## src/rtl/rcc_pkg.sv

```systemverilog
package rcc_pkg;

    // Register word width and the implemented field window
    localparam int CAUSE_W  = 32;
    localparam int FIELD_LO = 27;
    localparam int FIELD_N  = CAUSE_W - FIELD_LO;

    // Bit positions (software decodes these)
    localparam int B_PWRON  = 31;
    localparam int B_SWPOR  = 30;
    localparam int B_SWXIR  = 29;
    localparam int B_BTNPOR = 28;
    localparam int B_BTNXIR = 27;

    // Bits with write-one-to-set behaviour; the rest of the window is write-one-to-clear
    localparam logic [CAUSE_W-1:0] SET_MASK   = (CAUSE_W'(1) << B_SWPOR) | (CAUSE_W'(1) << B_SWXIR);

    // Value loaded on a reset event that counts as power-on
    localparam logic [CAUSE_W-1:0] COLD_VALUE = CAUSE_W'(1) << B_PWRON;

    typedef enum logic [0:0] {
        PH_COLD = 1'b0,
        PH_WARM = 1'b1
    } phase_t;

endpackage

```

## src/rtl/rcc_decode.sv

```systemverilog
module rcc_decode #(
    parameter int                ADDR_W    = 16,
    parameter logic [ADDR_W-1:0] BASE_ADDR = 'hF020
) (
    input  logic [ADDR_W-1:0] addr,
    output logic              data_sel
);
    localparam int WORD_BIT = 2;
    localparam int BLK_LSB  = 3;

    logic unused_bytesel;
    assign unused_bytesel = ^addr[WORD_BIT-1:0];

    always_comb begin
        data_sel = (addr[ADDR_W-1:BLK_LSB] == BASE_ADDR[ADDR_W-1:BLK_LSB]) && addr[WORD_BIT];
    end
endmodule

```

## src/rtl/rcc_phase_fsm.sv

```systemverilog
module rcc_phase_fsm
    import rcc_pkg::*;
(
    input  logic clk,
    input  logic rst_n,
    input  logic evt,
    input  logic soft_por_wr,
    output logic cold
);
    phase_t state, state_nx;

    always_ff @(posedge clk or negedge rst_n) begin
        if (!rst_n) state <= PH_COLD;
        else        state <= state_nx;
    end

    always_comb begin
        state_nx = state;
        unique case (state)
            PH_COLD: if (evt)                 state_nx = PH_WARM;  // T_FIRST_RESET
            PH_WARM: if (!evt && soft_por_wr) state_nx = PH_COLD;  // T_SOFT_POR
            default:                          state_nx = PH_COLD;
        endcase
    end

    always_comb begin
        cold = (state == PH_COLD);
    end


    first_reset_chk: assert property (@(posedge clk) disable iff (!rst_n)
        evt |=> state == PH_WARM);


    soft_por_arm_chk: assert property (@(posedge clk) disable iff (!rst_n)
        (!evt && soft_por_wr) |=> state == PH_COLD);
endmodule

```

## src/rtl/rcc_cause_bank.sv

```systemverilog
module rcc_cause_bank
    import rcc_pkg::*;
(
    input  logic               clk,
    input  logic               rst_n,
    input  logic               evt,
    input  logic               cold,
    input  logic               wr,
    input  logic [FIELD_N-1:0] wfield,
    output logic [CAUSE_W-1:0] cause
);
    logic [FIELD_N-1:0] fld;

    for (genvar i = 0; i < FIELD_N; i++) begin : g_bit
        localparam int  BPOS   = FIELD_LO + i;
        localparam bit  IS_SET = SET_MASK[BPOS];
        localparam bit  LOADV  = COLD_VALUE[BPOS];

        always_ff @(posedge clk or negedge rst_n) begin
            if (!rst_n) begin
                fld[i] <= 1'b0;
            end else if (evt) begin
                if (cold) fld[i] <= LOADV;
            end else if (wr && wfield[i]) begin
                fld[i] <= IS_SET;
            end
        end
    end

    assign cause = {fld, {FIELD_LO{1'b0}}};


    cold_load_chk: assert property (@(posedge clk) disable iff (!rst_n)
        (evt && cold) |=> cause == COLD_VALUE);


    warm_hold_chk: assert property (@(posedge clk) disable iff (!rst_n)
        (evt && !cold) |=> cause == $past(cause));


    sticky_por_chk: assert property (@(posedge clk) disable iff (!rst_n)
        (!evt && cause[B_SWPOR]) |=> cause[B_SWPOR]);


    sticky_xir_chk: assert property (@(posedge clk) disable iff (!rst_n)
        (!evt && cause[B_SWXIR]) |=> cause[B_SWXIR]);
endmodule

```

## src/rtl/rcc_req_pulse.sv

```systemverilog
module rcc_req_pulse (
    input  logic clk,
    input  logic rst_n,
    input  logic go,
    output logic req
);
    always_ff @(posedge clk or negedge rst_n) begin
        if (!rst_n) req <= 1'b0;
        else        req <= go;
    end
endmodule

```

## src/rtl/rstcause_reg.sv

```systemverilog
module rstcause_reg
    import rcc_pkg::*;
#(
    parameter int                ADDR_W    = 16,
    parameter logic [ADDR_W-1:0] BASE_ADDR = 'hF020
) (
    input  logic               clk,
    input  logic               rst_n,
    input  logic [ADDR_W-1:0]  bus_addr,
    input  logic               bus_wr,
    input  logic [CAUSE_W-1:0] bus_wdata,
    output logic [CAUSE_W-1:0] bus_rdata,
    input  logic               rst_evt,
    output logic               rst_req
);
    logic               data_sel;
    logic               wr_eff;
    logic               soft_por_wr;
    logic               req_go;
    logic               cold;
    logic [CAUSE_W-1:0] cause;
    logic               unused_wlow;

    assign unused_wlow = ^bus_wdata[FIELD_LO-1:0];

    rcc_decode #(.ADDR_W(ADDR_W), .BASE_ADDR(BASE_ADDR)) u_decode (
        .addr     (bus_addr),
        .data_sel (data_sel)
    );

    // A reset event discards a write in the same cycle
    assign wr_eff      = bus_wr && data_sel && !rst_evt;
    assign soft_por_wr = wr_eff && bus_wdata[B_SWPOR];
    assign req_go      = wr_eff && (bus_wdata[B_SWPOR] || bus_wdata[B_SWXIR]);

    rcc_phase_fsm u_phase (
        .clk         (clk),
        .rst_n       (rst_n),
        .evt         (rst_evt),
        .soft_por_wr (soft_por_wr),
        .cold        (cold)
    );

    rcc_cause_bank u_bank (
        .clk    (clk),
        .rst_n  (rst_n),
        .evt    (rst_evt),
        .cold   (cold),
        .wr     (wr_eff),
        .wfield (bus_wdata[CAUSE_W-1:FIELD_LO]),
        .cause  (cause)
    );

    rcc_req_pulse u_req (
        .clk   (clk),
        .rst_n (rst_n),
        .go    (req_go),
        .req   (rst_req)
    );

    assign bus_rdata = data_sel ? cause : '0;


    req_bit_set_chk: assert property (@(posedge clk) disable iff (!rst_n)
        rst_req |-> (cause[B_SWPOR] || cause[B_SWXIR]));


    evt_no_req_chk: assert property (@(posedge clk) disable iff (!rst_n)
        rst_evt |=> !rst_req);
endmodule

```

## config.mk

```make
export PLATFORM = sky130hd
export DESIGN_NAME = rstcause_reg
export DESIGN_NICKNAME = d
export VERILOG_FILES = /design/src/rtl/rcc_pkg.sv /design/src/rtl/rcc_decode.sv /design/src/rtl/rcc_phase_fsm.sv /design/src/rtl/rcc_cause_bank.sv /design/src/rtl/rcc_req_pulse.sv /design/src/rtl/rstcause_reg.sv
export SDC_FILE = /design/constraint.sdc
export NUM_CORES = 1
export LEC_CHECK = 0
export BUFFER_PORTS_ARGS = -buffer_cell sky130_fd_sc_hd__buf_4
export CORE_UTILIZATION = 29
export DETAILED_ROUTE_END_ITERATION = 10
export PLACE_DENSITY = 0.76
export SLEW_MARGIN = 20
export SYNTH_ARGS = -nofsm -noshare
export SYNTH_HDL_FRONTEND = slang
export SYNTH_HIERARCHICAL = 1
export SYNTH_SLANG_ARGS = --single-unit
```

## constraint.sdc

```tcl
create_clock -name clk -period 1.8 [get_ports clk]
set_input_delay 0.27 -clock clk [delete_from_list [all_inputs] [get_ports clk]]
set_output_delay 0.27 -clock clk [all_outputs]
set_load 0.05 [all_outputs]
```

==> impl_metrics.env, run 1 <==
export IMPL_firstDrtPassIters=2
export IMPL_grt_max_degree=18
export IMPL_cts_clk_slew_worst_paths_ns=0.04
export IMPL_dr_wl_met3_um=71
export IMPL_synth_area_leader_cell="buf_4"
export IMPL_cts_root_buf="clkbuf_4"
export IMPL_slowest_stage="or4_4"
export IMPL_pwr_share_seq=0.376
export IMPL_dpl_cell_area_um2=812.0
export IMPL_crit_family="simple AND/OR/NAND/NOR gates"
export IMPL_hp_class="input port to register"
export IMPL_wl_mm=1.352
export IMPL_stdcell_area_um2=895.9
export IMPL_post_drt_via_cell_ratio=3.662
export IMPL_synth_area_top_cells="buf_4 31%, and2_1 28%, dfrtp_1 18%"
export IMPL_maxUsedRoutingLayer="met4"
export IMPL_dieArea_um2=2594
export IMPL_internal_power_mw=0.2308
export IMPL_met1Wirelength_um=463
export IMPL_cts_sinks=5
export IMPL_rr_startpoint="u_phase/state$_DFF_PN0_"
export IMPL_grt_pass1_wl_mm=1.952
export IMPL_period_needed_ns=1.892
export IMPL_cap_viol_max_count=0
export IMPL_cts_tree="done"
export IMPL_routed_via_count=531
export IMPL_cpPeakStageDelay_ns=0.54
export IMPL_timing_rr_end="u_bank/cause[30]$_DFFE_PN0P_"
export IMPL_wl_met2_um=766
export IMPL_rsz0062_at_grt="yes"
export IMPL_p_leak_nw=0.4801
export IMPL_initial_core_util=0.3109
export IMPL_wl_per_cell_um=9.324
export IMPL_power_frac_clock=0.448
export IMPL_drcViolationCount=0
export IMPL_hold_start="bus_wdata[31]"
export IMPL_worst_slack_ns=-0.09227
export IMPL_cp_data_arrival_time_ns=1.62
export IMPL_yosysWarnings=6
export IMPL_max_vdd_ir_drop_mv=0.3926
export IMPL_endpoint_kind="output pin"
export IMPL_dp_slack_ns=-0.2435
export IMPL_cp_cell_sequence="buf_6 > or4_4 > nor4_4 > and2_4 > buf_8"
export IMPL_hold_depth=2
export IMPL_drt_iter0_drc=4
export IMPL_grt_pass1_vias=456
export IMPL_p_comb_frac=0.176
export IMPL_clock_skew_ns=0.001865
export IMPL_cts_buffers=3
export IMPL_synthArstFlopShare=1.000
export IMPL_cts_buffer_depth=2
export IMPL_r2r_cells=3
export IMPL_drv_slew=0
export IMPL_rows=17
export IMPL_final_cells=145
export IMPL_hpwlAfterDp_mm=1.052
export IMPL_crit_cells=5
export IMPL_die_w_um=50.94
export IMPL_post_route_period_util=1.051
export IMPL_syn_area_um2=694.4
export IMPL_overflow=0
export IMPL_core_um2=2233
export IMPL_insertion_delay_ns=0.25
export IMPL_area_growth_pct=29.01
export IMPL_power_density_nw_per_um2=334.9
export IMPL_synth_seq_area_share=0.1802
export IMPL_rrSetupSlack_ns=0.99
export IMPL_cts_htree_levels=1
export IMPL_synth_edf_count=0
export IMPL_post_synth_top_count_cell="and2_1"
export IMPL_hold_path_end="u_bank/cause[31]$_DFFE_PN0P_"
export IMPL_diodes=0
export IMPL_placed_cells=138
export IMPL_synth_ff_type="dfrtp_1"
export IMPL_synthCells=88
export IMPL_switching_share=0.2308
export IMPL_synth_cell_types=19
export IMPL_die_h_um=50.94
export IMPL_synth_seq_cells=5
export IMPL_violations="setup timing"
export IMPL_ios=85
export IMPL_synth_common_cells="31 x and2_1, 29 x buf_4, 5 x dfrtp_1"
export IMPL_grt_usage=0.1070
export IMPL_final_antenna_net_count=0
export IMPL_crit_path_max_fanout=5
export IMPL_net_switching_power_mw=0.06925
export IMPL_final_nets=170
export IMPL_cp_num_buf_inv=2
export IMPL_io_buffer_count=24
export IMPL_finalHoldViolations=0
export IMPL_setup_viol=3
export IMPL_cp_start_kind="input port"
export IMPL_status="complete, but fails checks"
export IMPL_place_congestion=0.6370
export IMPL_antenna_found_initial=0
export IMPL_synth_top_area_frac=0.3135
export IMPL_critPathRequiredTime_ns=1.53
export IMPL_drive_above_1_share=0.3504
export IMPL_worst_setup_path_type="input port to output pin"
export IMPL_max_freq_mhz=528.5
export IMPL_syn_area_per_cell_um2=7.891
==> through the flow <==
step / hold WS, ns / TNS (ns) / utilization / total power, mW
final: 0.2137 / -0.2686 / 0.4011 / 0.3000
after global routing: 0.2300 / -0.4482 / 0.4011 / 0.3147
after CTS: 0.2035 / -0.2960 / 0.4011 / 0.3055
after detailed placement: 0.07610 / -1.164 / 0.3636 / 0.1630
after global placement: 0.07384 / -1.076 / 0.3636 / 0.1615
after floorplan: -0.02559 / -0.06012 / - / 0.1705
==> logic make-up after synthesis <==
kind of cell | Yosys count | share of synthesized area
AOI/OAI and AO/OA | 8 | 0.08109
buffers and inverters | 34 | 0.3459
DFF | 5 | 0.1802
other | 1 | 0.005400
and+or+nand+nor | 40 | 0.3874
==> how the worst max path moves through the flow <==
stage,from,to
floorplan,bus_addr[4],bus_rdata[30]
global placement,bus_addr[4],bus_rdata[31]
detailed placement,bus_addr[4],bus_rdata[31]
CTS,bus_addr[7],bus_rdata[30]
global route,bus_addr[7],bus_rdata[29]
finish,bus_addr[7],bus_rdata[29]
==> worst register-to-register path, delay by kind of cell (launching register included) <==
kind | cells | cell delay (ns)
DFF | 1 | 0.36
buffers and inverters | 1 | 0.09
AOI/OAI and AO/OA | 2 | 0.25
==> cells in the final DEF, fill, tap and decap left out <==
master / n
buf_4: 23
and2_4: 3
a21boi_1: 1
clkbuf_4: 3
clkbuf_1: 1
a31o_1: 1
a21oi_1: 3
o21bai_2: 1
or2_2: 1
dlygate4sd3_1: 1
and2_1: 30
a31oi_1: 1
nor4_4: 1
and3b_2: 1
o21a_1: 1
inv_2: 2
buf_8: 3
dfrtp_1: 5
conb_1: 29
or4_4: 1
nand2b_1: 1
buf_6: 2
nand4b_1: 2
==> power groups by stage <==
stage / Combinational [mW] / Clock, mW / Sequential [mW]
after floorplan: 0.0560 / 0 / 0.115
final: 0.0529 / 0.134 / 0.113
after detailed placement: 0.0485 / 0 / 0.114
after global placement: 0.0470 / 0 / 0.114
after global routing: 0.0584 / 0.143 / 0.113
after CTS: 0.0517 / 0.141 / 0.113
==> routing by layer <==
metal,vias to the layer above,global-route usage
li1,279,-
met1,225,0.09498
met2,23,0.1974
met3,4,0.01488
met4,0,0.1111
met5,-,0
==> layout make-up <==
type	count	area [µm²]
inverters	2	7.507
well taps	28	35.03
repair buffers	29	250.2
fillers	224	1338
multi-input cells	77	451.7
clock buffers	4	26.28
flip-flops and latches	5	125.1
==> flip-flops by register name, summed over array words and instances, names as in the netlist <==
name           cells
u_bank/cause       3
u_req/req          1
u_phase/state      1
==> repair_timing <==
item	in CTS	in global routing
cloned	0	0
buffers inserted	2	0
hold buffers	1	0
endpoints found under the hold margin	5	0
resized for setup	10	0
endpoints found under the setup margin	3	3
pin swaps	5	1
No activity file was read; power rests on OpenSTA's default activity.
==> run 2: changes to the inputs <==
- SKIP_CTS_REPAIR_TIMING: default -> 1
==> impl_metrics.env, run 2 (same netlist as run 1, synthesis figures left out) <==
export IMPL_wl_per_cell_um=9.431
export IMPL_dieArea_um2=2594
export IMPL_fin_util=0.3961
export IMPL_cp_start_kind="input port"
export IMPL_rows=17
export IMPL_die_w_um=50.94
export IMPL_insertion_delay_ns=0.25
export IMPL_cts_clk_slew_worst_paths_ns=0.04
export IMPL_endpoint_kind="output pin"
export IMPL_period_needed_ns=1.895
export IMPL_io_buffer_count=24
export IMPL_core_um2=2233
export IMPL_cts_tree="done"
export IMPL_cts_root_buf="clkbuf_4"
export IMPL_power_density_nw_per_um2=338.2
export IMPL_setup_viol=3
export IMPL_antenna_found_initial=0
export IMPL_drcViolationCount=0
export IMPL_crit_path_max_fanout=5
export IMPL_worst_slack_ns=-0.09523
export IMPL_grt_max_degree=18
export IMPL_dpl_cell_area_um2=812.0
export IMPL_grt_pass1_wl_mm=1.828
export IMPL_status="complete, but fails checks"
export IMPL_cts_buffer_depth=2
export IMPL_area_growth_pct=27.39
export IMPL_max_vdd_ir_drop_mv=0.3918
export IMPL_cts_sinks=5
export IMPL_diodes=0
export IMPL_cts_buffers=3
export IMPL_p_leak_nw=0.4734
export IMPL_ios=85
export IMPL_post_route_period_util=1.053
export IMPL_stdcell_area_um2=884.6
export IMPL_final_antenna_net_count=0
export IMPL_largest_reg_flops=3
export IMPL_initial_core_util=0.3109
export IMPL_post_drt_via_cell_ratio=3.653
export IMPL_routed_via_count=526
export IMPL_cp_data_arrival_time_ns=1.63
export IMPL_final_cell_mix="30 x and2_1, 29 x conb_1, 23 x buf_4"
export IMPL_hp_class="input port to register"
export IMPL_final_common_cell="and2_1"
export IMPL_rsz0062_at_grt="yes"
export IMPL_violations="setup timing"
export IMPL_firstDrtPassIters=2
export IMPL_critPathRequiredTime_ns=1.53
export IMPL_wl_mm=1.358
export IMPL_finalHoldViolations=0
export IMPL_clock_skew_ns=0.001783
export IMPL_final_nets=169
export IMPL_fin_tns_setup_ns=-0.2757
export IMPL_hpwlAfterDp_mm=1.052
export IMPL_place_congestion=0.6370
export IMPL_die_h_um=50.94
export IMPL_max_freq_mhz=527.6
export IMPL_grt_usage=0.1007
export IMPL_cap_viol_max_count=0
export IMPL_drive_above_1_share=0.3448
export IMPL_drt_iter0_drc=4
export IMPL_worst_setup_path_type="input port to output pin"
export IMPL_grt_pass1_vias=428
export IMPL_cts_htree_levels=1
export IMPL_overflow=0
export IMPL_fillerInstances=226
export IMPL_drv_slew=0
export IMPL_dp_slack_ns=-0.2435
## run 2: cell types whose count changed in the layout (fill, tap and decap cells not counted)
| cell | previous run | this run |
|---|---|---|
| buf_6 | 2 | 1 |
## run 2: where the power goes
part | total, mW | switching, mW | internal, mW
Combinational | 0.0522 | 0.0191 | 0.0331
Sequential | 0.113 | 0.00000806 | 0.113
Clock | 0.134 | 0.0501 | 0.0841
## run 2: routing by layer
| layer | track usage | vias to the layer above | share of wire |
|---|---|---|---|
| met5 | 0 | - | 0 |
| met4 | 0.1111 | 0 | 0.038 |
| met3 | 0.008929 | 4 | 0.053 |
| met2 | 0.1842 | 23 | 0.57 |
| met1 | 0.09140 | 223 | 0.34 |
| li1 | - | 276 | - |
## run 2: stage by stage
| step | total power [mW] | instances | hold WS (ns) |
|---|---|---|---|
| 2_1_floorplan | 0.1705 | 116 | -0.02559 |
| 3_3_place_gp | 0.1615 | 138 | 0.07384 |
| 3_5_place_dp | 0.1630 | 138 | 0.07610 |
| 4_1_cts | 0.3024 | 142 | -0.1954 |
| 5_1_grt | 0.3139 | 144 | 0.2300 |
| 6_report | 0.2992 | 144 | 0.2138 |
## run 2: final cells by class
class	instances	area (µm²)	area share
multi-input cells	77	451.7	0.5106
repair buffers	28	239.0	0.2702
flip-flops and latches	5	125.1	0.1414
well taps	28	35.03	0.03960
clock buffers	4	26.28	0.02970
inverters	2	7.507	0.008487
## run 2: path summary, 6_finish.rpt
path | startpoint | to | slack (ns) | cells past startpoint
setup / recovery | bus_addr[7] | bus_rdata[30] | -0.1 | 5
hold / removal | bus_wdata[31] | u_bank/cause[31]$_DFFE_PN0P_ | 0.21 | 2
setup reg to reg | u_phase/state$_DFF_PN0_ | u_bank/cause[30]$_DFFE_PN0P_ | 0.99 | 3
hold reg to reg | u_phase/state$_DFF_PN0_ | u_phase/state$_DFF_PN0_ | 0.55 | 2
max in group asynchronous | rst_n | u_bank/cause[31]$_DFFE_PN0P_ | 1.32 | 2
min in group asynchronous | rst_n | u_req/req$_DFF_PN0_ | 0.37 | 2
## run 2: worst max-delay path, cell delays in order
cell and delay [ns]:
buf_6 0.09, or4_4 0.54, nor4_4 0.37, and2_4 0.22, buf_8 0.14
==> run 3: changes to the inputs <==
- CORE_MARGIN: default -> 2
==> impl_metrics.env, run 3 (same netlist as run 1, synthesis figures left out) <==
export IMPL_post_drt_via_cell_ratio=3.681
export IMPL_cts_buffers=3
export IMPL_violations="setup timing"
export IMPL_rsz0062_at_grt="yes"
export IMPL_setup_viol=3
export IMPL_clock_skew_ns=0.001799
export IMPL_largest_reg_flops=3
export IMPL_drive_above_1_share=0.3448
export IMPL_cts_tree="done"
export IMPL_wl_per_cell_um=9.201
export IMPL_grt_usage=0.09645
export IMPL_final_cell_mix="30 x and2_1, 29 x conb_1, 23 x buf_4"
export IMPL_worst_slack_ns=-0.1154
export IMPL_cts_htree_levels=1
export IMPL_grt_pass1_vias=480
export IMPL_dieArea_um2=2802
export IMPL_worst_setup_path_type="input port to output pin"
export IMPL_finalHoldViolations=0
export IMPL_cts_buffer_depth=2
export IMPL_pwr_share_seq=0.370
export IMPL_ios=85
export IMPL_drv_slew=0
export IMPL_power_mw=0.3046
export IMPL_final_common_cell="and2_1"
export IMPL_power_frac_clock=0.461
export IMPL_max_vdd_ir_drop_mv=0.2688
export IMPL_p_leak_nw=0.4734
export IMPL_crit_path_max_fanout=5
export IMPL_grtUsageMet1=0.08276
export IMPL_post_route_period_util=1.064
export IMPL_grt_max_degree=18
export IMPL_max_freq_mhz=522.1
export IMPL_overflow=0
export IMPL_drt_iter0_drc=2
export IMPL_diodes=0
export IMPL_net_switching_power_mw=0.07432
export IMPL_place_congestion=0.6259
export IMPL_cts_sinks=5
export IMPL_status="complete, but fails checks"
export IMPL_endpoint_kind="output pin"
export IMPL_power_density_nw_per_um2=344.3
export IMPL_cp_data_arrival_time_ns=1.65
export IMPL_period_needed_ns=1.915
export IMPL_final_antenna_net_count=0
export IMPL_grt_pass1_wl_mm=1.952
export IMPL_met3_usage=0.01130
export IMPL_hp_class="input port to register"
export IMPL_initial_core_util=0.3109
export IMPL_cts_root_buf="clkbuf_4"
export IMPL_cap_viol_max_count=0
export IMPL_cp_cell_sequence="buf_6 > or4_4 > nor4_4 > and2_4 > buf_8"
export IMPL_internal_power_mw=0.2303
export IMPL_met2_usage=0.1938
export IMPL_slowest_stage="or4_4"
export IMPL_dp_slack_ns=-0.2396
export IMPL_die_h_um=52.94
export IMPL_cp_start_kind="input port"
export IMPL_antenna_found_initial=0
export IMPL_wl_mm=1.325
export IMPL_switching_share=0.2440
export IMPL_insertion_delay_ns=0.25
export IMPL_die_w_um=52.94
export IMPL_rows=17
export IMPL_core_um2=2233
export IMPL_io_buffer_count=24
export IMPL_firstDrtPassIters=3
export IMPL_cts_clk_slew_worst_paths_ns=0.05
export IMPL_critPathRequiredTime_ns=1.53
export IMPL_cpPeakStageDelay_ns=0.54
export IMPL_final_nets=169
export IMPL_hpwlAfterDp_mm=1.100
export IMPL_p_comb_frac=0.169
export IMPL_busiest_layer="met2"
export IMPL_routed_via_count=530
export IMPL_drcViolationCount=0
export IMPL_area_growth_pct=27.39
[run 3: cell counts in the layout (fill, tap and decap cells not counted)]
Identical to the previous run, type by type.
[run 3: stage by stage]
stage	std cells	cell area [µm²]	TNS (ns)	utilization	hold WS, ns
floorplan	116	814.5	-0.06012	-	-0.02559
global placement	138	812.0	-1.144	0.3636	0.07401
detailed placement	138	812.0	-1.150	0.3636	0.07801
CTS	142	838.3	-0.7328	0.3754	-0.1956
global route	144	884.6	-0.4883	0.3961	0.2076
finish	144	884.6	-0.3150	0.3961	0.2036
[run 3: worst paths after layout]
path | to | slack [ns] | from | cells after the start
worst min register to register | u_phase/state$_DFF_PN0_ | 0.53 | u_phase/state$_DFF_PN0_ | 2
worst min-delay path | u_bank/cause[31]$_DFFE_PN0P_ | 0.20 | bus_wdata[31] | 2
worst max register to register | u_bank/cause[30]$_DFFE_PN0P_ | 1.01 | u_phase/state$_DFF_PN0_ | 3
worst max-delay path | bus_rdata[30] | -0.12 | bus_addr[7] | 5
max in group asynchronous | u_req/req$_DFF_PN0_ | 1.33 | rst_n | 2
min in group asynchronous | u_bank/cause[31]$_DFFE_PN0P_ | 0.36 | rst_n | 2
[run 3: power groups by stage]
stage          registers, mW  clock network (mW)  logic [mW]
6_report               0.113               0.140      0.0514
5_1_grt                0.113               0.147      0.0579
4_1_cts                0.113               0.145      0.0487
3_5_place_dp           0.114                   0      0.0487
3_3_place_gp           0.114                   0      0.0470
2_1_floorplan          0.115                   0      0.0560
[run 3: critical path: cells and delay by family]
kind | cells | cell delay [ns]
buffers and inverters | 2 | 0.23
AND/OR/NAND/NOR | 3 | 1.15
[run 3: final cells by class]
cell class                      instances  area [µm²]
Multi-Input combinational cell         77       451.7
Fill cell                             232        1349
Inverter                                2       7.507
Clock buffer                            4       26.28
Timing Repair Buffer                   28       239.0
Tap cell                               28       35.03
Sequential cell                         5       125.1
[run 3: metal layers]
metal  share of wire  routed length (µm)  vias up
li1                -                   -      275
met1            0.31                 417      223
met2            0.58                 772       29
met3           0.080                 106        3
met4           0.021                  28        0
met5               0                   0        -
